File: src/rtl/olp_pkg.sv
package olp_pkg;

  typedef enum logic [2:0] {
    S_IDLE  = 3'd0,
    S_SOFT  = 3'd1,
    S_RUN   = 3'd2,
    S_OFF   = 3'd3,
    S_RETRY = 3'd4
  } olp_state_e;

  // Output stage is driven in every enabled state except the off interval.
  function automatic logic olp_out_on(olp_state_e st);
    return (st == S_SOFT) || (st == S_RUN) || (st == S_RETRY);
  endfunction

  // Flag value that goes with the state being entered.
  function automatic logic olp_flag_for(olp_state_e nxt, logic clamp, logic ovl);
    case (nxt)
      S_OFF, S_RETRY: return 1'b1;
      S_RUN:          return clamp & ovl;
      default:        return 1'b0;
    endcase
  endfunction

  // Bits needed to count up to n-1.
  function automatic int olp_cnt_bits(int n);
    return (n > 1) ? $clog2(n) : 1;
  endfunction

endpackage

File: src/rtl/olp_interval_timer.sv
module olp_interval_timer #(
  parameter int T_OFF_MS = 900,
  parameter int T_ON_MS  = 20
) (
  input  logic clk,
  input  logic rst_n,
  input  logic active,
  input  logic sel_off,
  input  logic clr,
  input  logic tick,
  output logic expired
);
  import olp_pkg::*;

  localparam int TMAX = (T_OFF_MS > T_ON_MS) ? T_OFF_MS : T_ON_MS;
  localparam int CW   = olp_cnt_bits(TMAX);

  logic [CW-1:0] cnt;
  logic [CW-1:0] limit_m1;

  assign limit_m1 = sel_off ? CW'(T_OFF_MS - 1) : CW'(T_ON_MS - 1);
  assign expired  = active && tick && (cnt == limit_m1);

  always_ff @(posedge clk or negedge rst_n) begin
    if (!rst_n)                cnt <= '0;
    else if (clr || !active)   cnt <= '0;
    else if (tick && !expired) cnt <= cnt + 1'b1;
  end

  // the count never runs past the selected interval
  p_cnt_bound_r5: assert property (@(posedge clk) disable iff (!rst_n)
    active |-> (cnt <= limit_m1));

endmodule

File: src/rtl/olp_hiccup_fsm.sv
module olp_hiccup_fsm (
  input  logic clk,
  input  logic rst_n,
  input  logic ch_en,
  input  logic clamp_mode,
  input  logic ss_done,
  input  logic ovl,
  input  logic interval_done,
  output olp_pkg::olp_state_e st_q,
  output logic state_change,
  output logic out_en,
  output logic ovl_flag
);
  import olp_pkg::*;

  olp_state_e st_d;
  logic       seen_q;
  logic       retry_fail;

  assign retry_fail = seen_q | ovl;

  always_comb begin
    st_d = st_q;
    if (!ch_en) st_d = S_IDLE;
    else begin
      case (st_q)
        S_IDLE, S_SOFT: st_d = ss_done ? S_RUN : S_SOFT;
        S_RUN:          st_d = (!clamp_mode && ovl) ? S_OFF : S_RUN;
        S_OFF:          st_d = clamp_mode ? S_RUN :
                               (interval_done ? S_RETRY : S_OFF);
        S_RETRY:        st_d = clamp_mode ? S_RUN :
                               (interval_done ? (retry_fail ? S_OFF : S_RUN) : S_RETRY);
        default:        st_d = S_IDLE;
      endcase
    end
  end

  assign state_change = (st_d != st_q);
  assign out_en       = olp_out_on(st_q);

  always_ff @(posedge clk or negedge rst_n) begin
    if (!rst_n) begin
      st_q     <= S_IDLE;
      ovl_flag <= 1'b0;
      seen_q   <= 1'b0;
    end else begin
      st_q     <= st_d;
      ovl_flag <= olp_flag_for(st_d, clamp_mode, ovl);
      seen_q   <= (st_q == S_RETRY) && (st_d == S_RETRY) && retry_fail;
    end
  end

  p_disable_r2: assert property (@(posedge clk) disable iff (!rst_n)
    !ch_en |=> (!out_en && !ovl_flag));

  p_soft_quiet_r3: assert property (@(posedge clk) disable iff (!rst_n)
    (st_q == S_SOFT) |-> (out_en && !ovl_flag));

  p_dyn_trip_r4: assert property (@(posedge clk) disable iff (!rst_n)
    (st_q == S_RUN && ch_en && !clamp_mode && ovl) |=> (!out_en && ovl_flag));

  p_retry_on_r5: assert property (@(posedge clk) disable iff (!rst_n)
    (st_q == S_OFF && interval_done && ch_en && !clamp_mode) |=> (out_en && ovl_flag));

  p_retry_fail_r6: assert property (@(posedge clk) disable iff (!rst_n)
    (st_q == S_RETRY && interval_done && ch_en && !clamp_mode && ovl) |=> (!out_en && ovl_flag));

  p_clamp_follow_r8: assert property (@(posedge clk) disable iff (!rst_n)
    (st_q == S_RUN && ch_en && clamp_mode) |=> (out_en && (ovl_flag == $past(ovl))));

  p_abort_r9: assert property (@(posedge clk) disable iff (!rst_n)
    ((st_q == S_OFF || st_q == S_RETRY) && ch_en && clamp_mode) |=> out_en);

endmodule

File: src/rtl/olp_guard.sv
module olp_guard #(
  parameter int T_OFF_MS = 900,
  parameter int T_ON_MS  = 20
) (
  input  logic clk,
  input  logic rst_n,
  input  logic ch_en,
  input  logic clamp_mode,
  input  logic hi_limit,
  input  logic ss_done,
  input  logic ms_tick,
  input  logic ovl,
  output logic out_en,
  output logic lim_hi,
  output logic ovl_flag
);
  import olp_pkg::*;

  olp_state_e st;
  logic       state_change;
  logic       interval_done;
  logic       timing;

  assign timing = (st == S_OFF) || (st == S_RETRY);

  olp_interval_timer #(.T_OFF_MS(T_OFF_MS), .T_ON_MS(T_ON_MS)) u_timer (
    .clk     (clk),
    .rst_n   (rst_n),
    .active  (timing),
    .sel_off (st == S_OFF),
    .clr     (state_change),
    .tick    (ms_tick),
    .expired (interval_done)
  );

  olp_hiccup_fsm u_fsm (
    .clk           (clk),
    .rst_n         (rst_n),
    .ch_en         (ch_en),
    .clamp_mode    (clamp_mode),
    .ss_done       (ss_done),
    .ovl           (ovl),
    .interval_done (interval_done),
    .st_q          (st),
    .state_change  (state_change),
    .out_en        (out_en),
    .ovl_flag      (ovl_flag)
  );

  assign lim_hi = hi_limit;

  p_limit_pass_r10: assert property (@(posedge clk) disable iff (!rst_n)
    (st == S_RETRY) |-> (lim_hi == hi_limit));

endmodule

File: config.mk
export PLATFORM = sky130hd
export DESIGN_NAME = olp_guard
export DESIGN_NICKNAME = d
export VERILOG_FILES = /design/src/rtl/olp_pkg.sv /design/src/rtl/olp_interval_timer.sv /design/src/rtl/olp_hiccup_fsm.sv /design/src/rtl/olp_guard.sv
export SDC_FILE = /design/constraint.sdc
export NUM_CORES = 1
export LEC_CHECK = 0
export ABC_AREA = 0
export CORE_MARGIN = 2
export CORE_UTILIZATION = 55
export CTS_BUF_LIST = sky130_fd_sc_hd__clkbuf_8
export CTS_CLUSTER_DIAMETER = 100
export DETAILED_ROUTE_END_ITERATION = 12
export PLACE_DENSITY = 0.78
export SETUP_SLACK_MARGIN = 0.4
export SLEW_MARGIN = 20
export SYNTH_ARGS = -nofsm -noshare
export SYNTH_HDL_FRONTEND = slang
export SYNTH_SLANG_ARGS = --single-unit
export TNS_END_PERCENT = 1
File: constraint.sdc
create_clock -name clk -period 3.05 [get_ports clk]
set_input_delay 0.305 -clock clk [delete_from_list [all_inputs] [get_ports clk]]
set_output_delay 0.305 -clock clk [all_outputs]
set_load 0.01 [all_outputs]
## Yosys cells after proc, flatten, opt, wreduce, memory -nomap -nowiden

Index checks and enable logic that the tools add are counted.

- Reduce and logical (&&, ||, !) cells: 17
- Bitwise operators: 2
- Eq/ne operators: 9
- Mux-type cells: 13
- $add $sub $neg: 1

Operator list:

| kind | count |
|---|---|
| 10-bit 2-to-1 mux | 3 |
| 3-bit 2-to-1 mux | 5 |
| 3-bit by 2-bit equality test with 1-bit output, second input constant | 4 |
| 3-bit one-hot mux with 4 select lines | 1 |
| 10-bit by 1-bit adder with 10-bit output, second input constant | 1 |
| 10-bit equality test | 1 |
| 3-bit equality test, second input constant | 2 |
| 1-bit logical AND | 6 |
| 1-bit logical OR | 4 |
| 2-bit OR reduction | 2 |
| 3-bit by 1-bit equality test with 1-bit output, second input constant | 1 |
| 1-bit logical NOT | 3 |
| 3-bit logical NOT | 1 |
| 3-bit inequality test | 1 |
| 1-bit 2-to-1 mux | 2 |
| 2-bit 2-to-1 mux | 1 |
| 1-bit one-hot mux with 2 select lines | 1 |
| 2-bit nonzero test | 1 |
| 1-bit bitwise AND | 1 |
| 1-bit OR | 1 |

- Output and inout port bits: 3
- Register bits: 15
- Word-level logic and storage cells: 46

## Longest topological paths before layout

- Depth after elaboration: 11
- Mapped depth: 7

## Cells and area by module

Synthesis repeated with hierarchy kept, for this count alone.

- Cells, all modules: 122
- Area total of the unflattened synthesis: 1098.6 µm²

Modules (own cells, without submodules):

| module | times used | seq. area each (µm²) | area each (µm²) | cells each |
|---|---|---|---|---|
| olp_interval_timer | 1 | 250.2 | 603.1 | 69 |
| olp_hiccup_fsm | 1 | 125.1 | 461.7 | 48 |
| olp_guard | 1 | 0.0 | 33.8 | 5 |

## Worst setup path after synthesis

No wires, ideal clock.

- Path kind: reg2reg
- Start: reg u_timer.cnt[2]
- End: reg u_timer.cnt[0]
- Clock period less this slack: 1.890 ns
- Stages on the path, launching flop included: 6
- Arrival time: 1.748 ns
- Path slack: 1.160 ns
- Path buffers: 0
- Data required time: 2.908 ns
- Library setup time: 0.142 ns
- Cell sequence: dfrtp_1 nor4_4 nand2_2 o311ai_4 mux2i_2 nor3b_1

- Cells in the longest elaborated chain, start to end: 9
- Elaborated cells on any way between the ends: 14
- Those cells by class: eq/ne (2); mux (7); reduce/logical (5)

RTL lines:

| item | line | RTL |
|---|---|---|
| start, declared | olp_interval_timer.sv:18 | `logic [CW-1:0] cnt;` |
| start signal, assigned | olp_interval_timer.sv:27 | `else if (tick && !expired) cnt <= cnt + 1'b1;` |
| 10-bit equality test * | olp_interval_timer.sv:22 | `assign expired = active && tick && (cnt == limit_m1);` |
| 1-bit logical AND * | olp_interval_timer.sv:22 |  |
| 3-bit 2-to-1 mux, on equally long branches | olp_hiccup_fsm.sv:32, olp_hiccup_fsm.sv:30 |  |
| 3-bit 2-to-1 mux, on equally long branches | olp_hiccup_fsm.sv:31, olp_hiccup_fsm.sv:29 |  |
| 3-bit one-hot mux with 4 select lines | olp_hiccup_fsm.sv:26 | `case (st_q)` |
| 3-bit 2-to-1 mux | olp_hiccup_fsm.sv:24 | `if (!ch_en) st_d = S_IDLE;` |
| 3-bit inequality test | olp_hiccup_fsm.sv:38 | `assign state_change = (st_d != st_q);` |
| 1-bit logical OR | olp_interval_timer.sv:26 | `else if (clr \|\| !active) cnt <= '0;` |
| 10-bit 2-to-1 mux / 2-bit nonzero test (equally long branches) | n/a |  |

Mark *: on every way between the ends. The rest lies on a longest branch, timed or not.
A chain may end at the register's enable or synchronous reset.

## Worst setup path after layout

- Start: reg u_timer.cnt[2]
- End: reg u_timer.cnt[7]

- Cells in the longest elaborated chain, start to end: 9
- Elaborated cells on any way between the ends: 16
- Those cells by class: add/sub (1); eq/ne (2); mux (8); reduce/logical (5)

RTL lines:

| item | line |
|---|---|
| 10-bit equality test | olp_interval_timer.sv:22 |
| 1-bit logical AND | olp_interval_timer.sv:22 |
| 3-bit 2-to-1 mux, on equally long branches | olp_hiccup_fsm.sv:32, olp_hiccup_fsm.sv:30 |
| 3-bit 2-to-1 mux, on equally long branches | olp_hiccup_fsm.sv:31, olp_hiccup_fsm.sv:29 |
| 3-bit one-hot mux with 4 select lines | olp_hiccup_fsm.sv:26 |
| 3-bit 2-to-1 mux | olp_hiccup_fsm.sv:24 |
| 3-bit inequality test | olp_hiccup_fsm.sv:38 |
| 1-bit logical OR | olp_interval_timer.sv:26 |
| 10-bit 2-to-1 mux / 2-bit nonzero test (equally long branches) | n/a |

Several ways; a longest one is shown, not always the timed one. The select of a mux whose other input is x is not followed.

==> run_results.csv <==
group,metric,value,unit
clock_tree,cts_htree_levels,1,
route,viasPerCell,5.79,
global_route,overflow,0,
floorplan,die_w,46.8,um
floorplan,dieArea,2190,um^2
power_and_ir_drop,cellPowerDensity,362,nW/um^2
place,io_buffer_count,8,
sta,hold_viol,0,
sta,slew_viol_final,0,
synth,synthArstFlopShare,100,%
route,ant_nets,0,
final_layout,final_cells,140,
sta,rsz0062_at_grt,"no",
floorplan,core-area,1730,um^2
clock_tree,cts_buffers,3,
final_layout,diodes,0,
critical_path,crit_arrival,2.27,ns
critical_path,end_kind,"flop",
floorplan,start_util,58.5,%
clock_tree,cts_root_buf,"clkbuf_8",
critical_path,crit_type,"flop to flop",
synth,ys_top_cells_by_count,"nand2_1 (16), dfrtp_1 (15), nor2_1 (11), xor2_1 (6)",
route,drtPass1Iterations,4,
sta,fin_hold_ws,0.458,ns
synth,synth_area_leaders,"dfrtp_1 (37%), nand2_1 (5.9%), xor2_1 (5.2%), nor2_1 (4.1%), mux2i_1 (3.0%)",
synth,synthCells,107,
final_layout,fillCellCount,157,
sta,setup_viol,0,
synth,ys.warnings.count,0,
global_route,grt_pass1_vias,740,
status,status,"complete, no violations",
synth,yosysTopAreaCell,"dfrtp_1",
floorplan,io_pins,11,
clock_tree,clockBufferDepth,2,
critical_path,cp.required,3.15,ns
route,num_vias,810,
sta,slew_headroom,56.8,%
critical_path,cp-start-kind,"flop",
synth,yosysSeqAreaShare,37.2,%
clock_tree,cts_setup_buffers,0,
place,hpwl,1380,um
synth,synth_ff_type,"dfrtp_1",
global_route,grtUsageTotal,21.2,%
route,drc,0,
clock_tree,cts_hold_buffers,0,
clock_tree,tritoncts,"built",
worst_hold_path,hold_class,"input pin to asynchronous set/reset pin",
synth,synth_top_area_share,37.2,%
power_and_ir_drop,p_total,0.410,mW
sta,period_share,70.9,%
route,drtIter0Drc,13,
clock_tree,clkTransAtPathRegs,0.06,ns
final_layout,synthToLayoutAreaGrowth,12.1,%
critical_path,worst-path-max-fanout,10,
power_and_ir_drop,power_leakage,0.479,nW
synth,syn_area,1010,um^2
sta,period_needed,2.16,ns
sta,fmax,462,MHz
route,wire_per_inst,13.4,um
floorplan,rows,15,
final_layout,nNetsFinal,125,
floorplan,fp.dieH,46.8,um
global_route,grt_pass1_wl,3270,um
clock_tree,clkSinkCount,15,
synth,synth_seq_cells,15,
synth,yosysUniqueCellTypes,37,
global_route,antenna_found_initial,0,
place,gp_congestion,0.844,
flow_run,max_cap_violations,0,
global_route,grt_max_degree,16,
final_layout,drive_above_1_share,11.3,%
clock_tree,clkLatencyLatePin,0.24,ns
synth,synth_area_per_cell,9.44,um^2
place,place_inst,136,
synth,synth_edf_count,0,
synth,synth.most_common_cell,"nand2_1",
clock_tree,cts.repair.resized,0,
sta,worst_pin_slew,0.646,ns
synth,syn_nets,116,
sta,clock_skew,0.00227,ns
sta,tns,0,ns
power_and_ir_drop,ir_drop,0.281,mV
route,wirelength,1880,um
worst paths after layout:
check / start / end / slack, ns / cells after the start
min: rst_n / u_fsm.st_q[0] / 0.46 / 1
min in group clk: u_fsm.seen_q / u_fsm.seen_q / 0.58 / 2
min reg2reg: u_fsm.seen_q / u_fsm.seen_q / 0.58 / 2
max in group asynchronous: rst_n / u_timer.cnt[3] / 2.18 / 1
max reg2reg: u_timer.cnt[2] / u_timer.cnt[7] / 0.89 / 5
max: u_timer.cnt[2] / u_timer.cnt[7] / 0.89 / 5
report_power, final:
part / leakage (nW) / switching (mW) / total, mW / internal [mW]
Clock: 0.0269 / 0.0651 / 0.154 / 0.0890
Combinational: 0.245 / 0.0255 / 0.0485 / 0.0230
Sequential: 0.207 / 0.00523 / 0.207 / 0.202
Total: 0.479 / 0.0959 / 0.410 / 0.314
layout by cell type, fill, tap and decap left out:
cell / count
and2b_2: 1
o21ba_2: 1
nand4bb_1: 1
mux2i_2: 1
nand2_1: 16
nand3_1: 3
nor3b_1: 4
clkbuf_8: 3
nor2_1: 11
a21o_1: 1
or4b_4: 1
o31a_1: 1
o22ai_1: 2
clkdlybuf4s50_1: 8
dfrtp_1: 15
o22a_1: 1
or3b_1: 1
ha_1: 1
nand4b_1: 2
o311ai_4: 1
o21ai_0: 4
nand2b_1: 1
inv_1: 1
xnor2_1: 3
mux2i_1: 3
nor3b_2: 1
nor4_4: 1
nand4_1: 2
and2_2: 2
o21ai_1: 2
o211ai_1: 1
and4bb_1: 1
nor3_1: 4
nand2_2: 1
xor2_1: 6
nor4_1: 1
a21oi_1: 4
nand3b_1: 2
worst max-delay path: stages, from the launching register on:
cell      delay, ns
dfrtp_1        0.45
nor4_4         0.36
nand2_2        0.16
o311ai_4       0.36
mux2i_2        0.58
nor2_1         0.11
metrics by stage:
step / area, um^2 / utilization, % / setup WS (ns)
2_1_floorplan: 1010 / - / 1.16
3_3_place_gp: 1090 / 63.0 / 0.739
3_5_place_dp: 1090 / 63.0 / 0.678
4_1_cts: 1130 / 65.6 / 0.886
5_1_grt: 1130 / 65.6 / 0.723
6_report: 1130 / 65.6 / 0.887
final cells by class:
type | count | area (um^2) | share of cell area, %
Timing Repair Buffer | 8 | 80.1 | 7.07
Clock inverter | 1 | 3.75 | 0.331
Tap cell | 25 | 31.3 | 2.76
Clock buffer | 3 | 41.3 | 3.65
Multi-Input combinational cell | 88 | 601 | 53.0
Sequential cell | 15 | 375 | 33.1
kinds of logic (layout without fill, tap and decap cells):
logic type,after synthesis,in the layout,share of synthesized area [%]
AOI/OAI and AO/OA,18,18,13.0
xor gates and xnor gates,9,9,7.81
adders and majority gates,1,1,1.24
buffers and inverters,4,12,3.35
DFF,15,15,37.2
muxes,4,4,4.34
and+or+nand+nor,56,56,33.1
metal layers:
metal | global-route usage [%] | part of all wire (%)
met1 | 29.9 | 45
met4 | 9.44 | 1.1
met3 | 3.46 | 3.7
met2 | 32.1 | 50
met5 | 0 | 0
registers in the layout, indices dropped and copies added, names as in the netlist:
register,count
u_fsm.ovl_flag,1
u_fsm.seen_q,1
u_fsm.st_q,3
u_timer.cnt,10
No activity file was read; power rests on OpenSTA's default activity.
